===== src/rtl/ratio_div_pkg.sv =====
// ratio_div_pkg: shared widths, the code table and the duty helper for the
// coded ratio divider. Assumes 3-bit codes and ratios of at most 15.
package ratio_div_pkg;
    localparam int CODE_W  = 3;
    localparam int RATIO_W = 4;

    typedef logic [CODE_W-1:0]  code_t;
    typedef logic [RATIO_W-1:0] ratio_t;

    localparam ratio_t RESET_RATIO = ratio_t'(10);

    // Map a select code to its ratio; the top two codes skip to 8 and 10.
    function automatic ratio_t code_to_ratio(input code_t c);
        case (c)
            code_t'(6): return ratio_t'(8);
            code_t'(7): return ratio_t'(10);
            default:    return ratio_t'(c) + ratio_t'(1);
        endcase
    endfunction

    // A code is reserved only in the feedback variant, for codes 0 and 1.
    function automatic logic code_reserved(input code_t c, input bit fb);
        return fb && (c == code_t'(0) || c == code_t'(1));
    endfunction

    // Number of high cycles per period: ceil(N/2).
    function automatic ratio_t high_len(input ratio_t n);
        logic [RATIO_W:0] t;
        t = {1'b0, n} + {{RATIO_W{1'b0}}, 1'b1};
        return t[RATIO_W:1];
    endfunction
endpackage


===== src/rtl/ratio_code_decode.sv =====
// ratio_code_decode: turns the select code into a requested ratio and a
// validity bit, and registers the reserved-code flag. Assumes the code is
// synchronous to clk.
module ratio_code_decode
    import ratio_div_pkg::*;
#(
    parameter bit FEEDBACK_MODE = 1'b0
) (
    input  logic   clk,
    input  logic   rst_n,
    input  code_t  sel_code,
    output ratio_t ratio_req,
    output logic   req_ok,
    output logic   code_error
);
    logic reserved;

    // Combinational table lookup and reserved-code test.
    always_comb begin
        ratio_req = code_to_ratio(sel_code);
        reserved  = code_reserved(sel_code, FEEDBACK_MODE);
        req_ok    = !reserved;
    end

    // Register the error flag one cycle behind the code.
    always_ff @(posedge clk) begin
        if (!rst_n) code_error <= 1'b0;
        else        code_error <= reserved;
    end
endmodule


===== src/rtl/ratio_period_ctr.sv =====
// ratio_period_ctr: counts input cycles within one output period and adopts
// a requested ratio only at the wrap. Assumes ratio_req is 1..15.
module ratio_period_ctr
    import ratio_div_pkg::*;
(
    input  logic   clk,
    input  logic   rst_n,
    input  ratio_t ratio_req,
    input  logic   req_ok,
    output ratio_t cnt_q,
    output ratio_t ratio_q,
    output ratio_t cnt_nx,
    output ratio_t ratio_nx
);
    logic wrap;

    // Next-state: wrap at ratio-1, take a valid request only there.
    always_comb begin
        wrap     = (cnt_q == ratio_q - ratio_t'(1));
        cnt_nx   = wrap ? '0 : cnt_q + ratio_t'(1);
        ratio_nx = (wrap && req_ok) ? ratio_req : ratio_q;
    end

    // State registers, cleared to count 0 at the default ratio.
    always_ff @(posedge clk) begin
        if (!rst_n) begin
            cnt_q   <= '0;
            ratio_q <= RESET_RATIO;
        end else begin
            cnt_q   <= cnt_nx;
            ratio_q <= ratio_nx;
        end
    end
endmodule


===== src/rtl/ratio_wave_gen.sv =====
// ratio_wave_gen: builds the divided waveform from the next count and ratio,
// and selects the input clock itself for ratio 1. Assumes clk_in is the
// clock that drives the counter.
module ratio_wave_gen
    import ratio_div_pkg::*;
(
    input  logic   clk_in,
    input  logic   rst_n,
    input  ratio_t cnt_nx,
    input  ratio_t ratio_nx,
    output logic   clk_out
);
    logic out_q;
    logic bypass_q;

    // Register the level for the coming cycle and the bypass choice.
    always_ff @(posedge clk_in) begin
        if (!rst_n) begin
            out_q    <= 1'b0;
            bypass_q <= 1'b0;
        end else begin
            out_q    <= (cnt_nx < high_len(ratio_nx));
            bypass_q <= (ratio_nx == ratio_t'(1));
        end
    end

    // Output select: input clock in bypass, else the counted level.
    always_comb clk_out = bypass_q ? clk_in : out_q;
endmodule


===== src/rtl/ratio_clk_div.sv =====
// ratio_clk_div: top of the coded ratio divider. It joins the decoder, the
// period counter and the wave generator. FEEDBACK_MODE reserves codes 0/1.
module ratio_clk_div
    import ratio_div_pkg::*;
#(
    parameter bit FEEDBACK_MODE = 1'b0
) (
    input  logic       clk_in,
    input  logic       rst_n,
    input  logic [2:0] sel_code,
    output logic       clk_out,
    output logic       code_error
);
    ratio_t ratio_req;
    logic   req_ok;
    ratio_t cnt_q;
    ratio_t ratio_q;
    ratio_t cnt_nx;
    ratio_t ratio_nx;

    ratio_code_decode #(.FEEDBACK_MODE(FEEDBACK_MODE)) dec_i (
        .clk(clk_in), .rst_n(rst_n), .sel_code(sel_code),
        .ratio_req(ratio_req), .req_ok(req_ok), .code_error(code_error)
    );

    ratio_period_ctr ctr_i (
        .clk(clk_in), .rst_n(rst_n), .ratio_req(ratio_req), .req_ok(req_ok),
        .cnt_q(cnt_q), .ratio_q(ratio_q), .cnt_nx(cnt_nx), .ratio_nx(ratio_nx)
    );

    ratio_wave_gen wave_i (
        .clk_in(clk_in), .rst_n(rst_n), .cnt_nx(cnt_nx), .ratio_nx(ratio_nx),
        .clk_out(clk_out)
    );
endmodule


===== config.mk =====
export PLATFORM = sky130hd
export DESIGN_NAME = ratio_clk_div
export DESIGN_NICKNAME = d
export VERILOG_FILES = /design/src/rtl/ratio_div_pkg.sv /design/src/rtl/ratio_code_decode.sv /design/src/rtl/ratio_period_ctr.sv /design/src/rtl/ratio_wave_gen.sv /design/src/rtl/ratio_clk_div.sv
export SDC_FILE = /design/constraint.sdc
export NUM_CORES = 1
export LEC_CHECK = 0
export ABC_AREA = 1
export BUFFER_PORTS_ARGS = -buffer_cell sky130_fd_sc_hd__buf_2
export CORE_UTILIZATION = 40
export DETAILED_ROUTE_END_ITERATION = 8
export HOLD_SLACK_MARGIN = 0.08
export PLACE_DENSITY = 0.62
export SKIP_LAST_GASP = 1
export SLEW_MARGIN = 20
export SYNTH_ARGS = -nofsm -noshare
export SYNTH_HDL_FRONTEND = slang
export SYNTH_HIERARCHICAL = 1
export SYNTH_SLANG_ARGS = --single-unit
export TNS_END_PERCENT = 5

===== constraint.sdc =====
create_clock -name clk_in -period 2.26 [get_ports clk_in]
set_clock_uncertainty 0.05 [all_clocks]
set_input_delay 0.452 -clock clk_in [delete_from_list [all_inputs] [get_ports clk_in]]
set_output_delay 0.452 -clock clk_in [all_outputs]
set_load 0.03 [all_outputs]

==> summary.txt <==
STA
  – Minimum clock period: 2.32 ns
  – TNS Setup: -0.0810 ns
  – Hold Violations, Final: 0
  – Hold WS: 0.272 ns
  – Crit share post-route: 1.03
  – RSZ-0062 raised after global routing: true
  – Final setup viols: 2
  – Pins over their slew limit: 0
  – Setup WS post-layout: -0.0645 ns
  – Achievable Freq: 0.430 GHz

Synthesis
  – Compound-Gate Fraction of Synth Area: 0.0183
  – Dominant cell type by area after synthesis: dfxtp_1
  – Cell Area, Synth: 820 µm²
  – Seq/Total Area, Yosys: 0.244
  – Post-Synth Adder-Cell Area: 0.153
  – Yosys warnings: 6
  – Post-synthesis average cell area: 7.06 µm²
  – Syn nets: 131
  – Main combinational cell family by area after synthesis: simple AND/OR/NAND/NOR gates
  – Simple-gate share of the synthesized area: 0.376
  – Synth cell types: 23
  – Multiplexer share of the synthesized area: 0.0137
  – Main area contributors after synthesis: dfxtp_1, ha_1, nand2_1
  – Number of synthesized register bits: 10
  – Synth Instances: 116
  – Synth top area share: 0.244
  – Xor/xnor cell area share of the yosys netlist: 0.0534

Global routing
  – Antenna violations before repair: 0
  – Overflow after GRT: 0
  – Largest net degree at the start of global routing: 9
  – First-pass GRT wire length: 2660 µm
  – Vias in the first global route: 671
  – Total track usage: 0.173

Setup path
  – WP data arrival: 2.58 ns
  – R2r setup slk: -0.06 ns
  – CP max-delay cell: dfxtp_2
  – Crit-path cells: inv_2, ha_4, nand2_1, inv_1, nor2_1, nand2_1, nor2_4, nand3_4, nand2_2, nand2_4, ha_4, xnor2_1, ha_1, o21ai_1, nand2_1, a21oi_2
  – Largest stage delay, worst path: 0.33 ns
  – Critical Path Fanout Max: 6
  – Length in cells of the worst reg-to-reg path: 16
  – Worst Path Required: 2.51 ns
  – CP dominant cell by count: nand2_1
  – Worst r2r src: ctr_i/ratio_q[0]$_SDFF_PN0_
  – Critical path capture point type: register
  – Critical Path Start Type: register
  – WS Path Type: reg -> reg
  – End of the worst register-to-register path: wave_i/out_q$_SDFF_PN0_

Routing
  – Final wirelength: 1580 µm
  – Drt drc: 1
  – Vias: 747
  – DR pass1 iterations: 6
  – Avg Vias per Cell: 4.55
  – Post-route ant nets: 0
  – Number of DRC markers in iteration 0: 17
  – Average routed wire per standard cell: 9.63 µm

Outcome
  – Status: finished with violations
  – Failing checks: DRC, setup timing

Min path
  – Hold path startpoint: rst_n
  – Hold WC Path Type: in -> reg
  – WHS Endpoint: ctr_i/ratio_q[3]$_SDFF_PN1_
  – Hold Crit Depth: 2

Pwr
  – Leakage: 0.559 nW
  – Worst VDD drop: 0.000451 V
  – P per Cell Area: 470 mW/mm²

Layout
  – Share of cells above drive strength 1: 0.380
  – Area growth syn-to-layout: 32.5%
  – NumNets Final: 153
  – Final std cells w/o fill: 164
  – Antenna Cells: 0
  – Final core utilization: 0.559
  – Fill count: 186

Job
  – Total of max-cap violations: 0

Floorplanning
  – Core ar.: 0.00194 mm²
  – Ports: 7
  – Die outline height: 47.3 µm
  – # rows: 16
  – Die area: 0.00223 mm²
  – Die X: 47.3 µm
  – Starting Density: 0.422

Clock network
  – Clk Latency, worst-skew pair: 0.36 ns
  – CTS tree: yes
  – Clock slew at reported path FFs: 0.06 ns

Placed design
  – Placed cells: 156
  – Dpl hpwl: 1230 µm
  – Pre-CTS WS: -0.211 ns
  – GPL Wtd Cong: 0.701
  – Port Buf Inserts: 5
power by group:
part	total [mW]	internal [mW]	switching [mW]
sequential	0.189	0.183	0.00519
clock	0.236	0.159	0.0774
combinational	0.0861	0.0354	0.0507
critical path: cells and delay by family (launching register included):
kind	cells	cell delay (ns)
and+or+nand+nor	8	0.80
adders and majority gates	3	0.70
DFF	1	0.33
AOI/OAI and AO/OA	2	0.18
xor gates and xnor gates	1	0.13
buffers and inverters	2	0.08
timing repair:
item,4_1_cts,5_1_grt
buffers inserted,0,1
hold buffers,0,0
endpoints found under the setup margin,2,2
resized for setup,13,3
pin swaps,11,3
flip-flops by register name (all words and copies together), names as in the netlist:
signal,cells
ctr_i/cnt_q,4
ctr_i/ratio_q,4
wave_i/bypass_q,1
wave_i/out_q,1
layer usage:
metal / global-route usage / up-vias / routed length, µm
met5: 0 / - / 0
met4: 0.0514 / 0 / 0
met3: 0.0731 / 0 / 40
met2: 0.274 / 9 / 803
met1: 0.213 / 338 / 734
li1: - / 400 / -
cells in the final DEF (no fill, tap or decap), types with 4 or more instances in the layout:
cell type / Yosys / layout
nand2_1: 24 / 20
inv_1: 21 / 18
buf_4: 2 / 12
nand2_2: 3 / 6
nand4_1: 4 / 4
buf_2: 0 / 5
clkbuf_4: 0 / 6
dfxtp_1: 10 / 8
nor2_1: 10 / 10
ha_1: 10 / 7
nand3_1: 9 / 8
logic make-up (layout without fill, tap and decap cells):
family | Yosys count | after routing
buffers and inverters | 25 | 46
muxes | 1 | 1
AOI/OAI and AO/OA | 3 | 3
and+or+nand+nor | 60 | 60
xor gates and xnor gates | 5 | 5
DFF | 10 | 10
other | 2 | 2
adders and majority gates | 10 | 10
stage by stage:
step	area, µm²	power, mW
finish	1090	0.511
global route	1090	0.551
CTS	1070	0.518
detailed placement	948	0.282
global placement	948	0.279
floorplan	833	0.257
cell type report:
| class | instances | area, µm² | share of cell area |
|---|---|---|---|
| multi-input cells | 81 | 591 | 0.544 |
| flip-flops and latches | 10 | 203 | 0.187 |
| repair buffers | 16 | 110 | 0.101 |
| inverters | 22 | 85.1 | 0.0783 |
| clock buffers | 8 | 63.8 | 0.0588 |
| well taps | 27 | 33.8 | 0.0311 |
Yosys cell counts:
library cell and count:
xnor2_1 2, nand3_2 2, dfxtp_1 10, xor2_1 3, ha_1 10, nor3_2 3
a21oi_1 2, nand2_4 1, buf_6 1, inv_2 1, inv_1 21, nand2_1 24
nand3_1 9, mux2_2 1, nand2_2 3, conb_1 2, nor2_4 1, nor3_1 2
and2_4 1, buf_4 2, o21ai_1 1, nand4_1 4, nor2_1 10
worst max path at each step:
stage                                start                 endpoint  slack [ns]  cells past startpoint
2_1_floorplan  ctr_i/ratio_q[0]$_SDFF_PN0_  wave_i/out_q$_SDFF_PN0_        0.02                     17
3_3_place_gp                   sel_code[0]  wave_i/out_q$_SDFF_PN0_       -0.13                     16
3_5_place_dp   ctr_i/ratio_q[1]$_SDFF_PN1_  wave_i/out_q$_SDFF_PN0_       -0.21                     17
4_1_cts        ctr_i/ratio_q[0]$_SDFF_PN0_  wave_i/out_q$_SDFF_PN0_        -0.1                     17
5_1_grt        ctr_i/ratio_q[0]$_SDFF_PN0_  wave_i/out_q$_SDFF_PN0_       -0.25                     16
6_report       ctr_i/ratio_q[0]$_SDFF_PN0_  wave_i/out_q$_SDFF_PN0_       -0.06                     16
No activity file was read; power rests on OpenSTA's default activity.
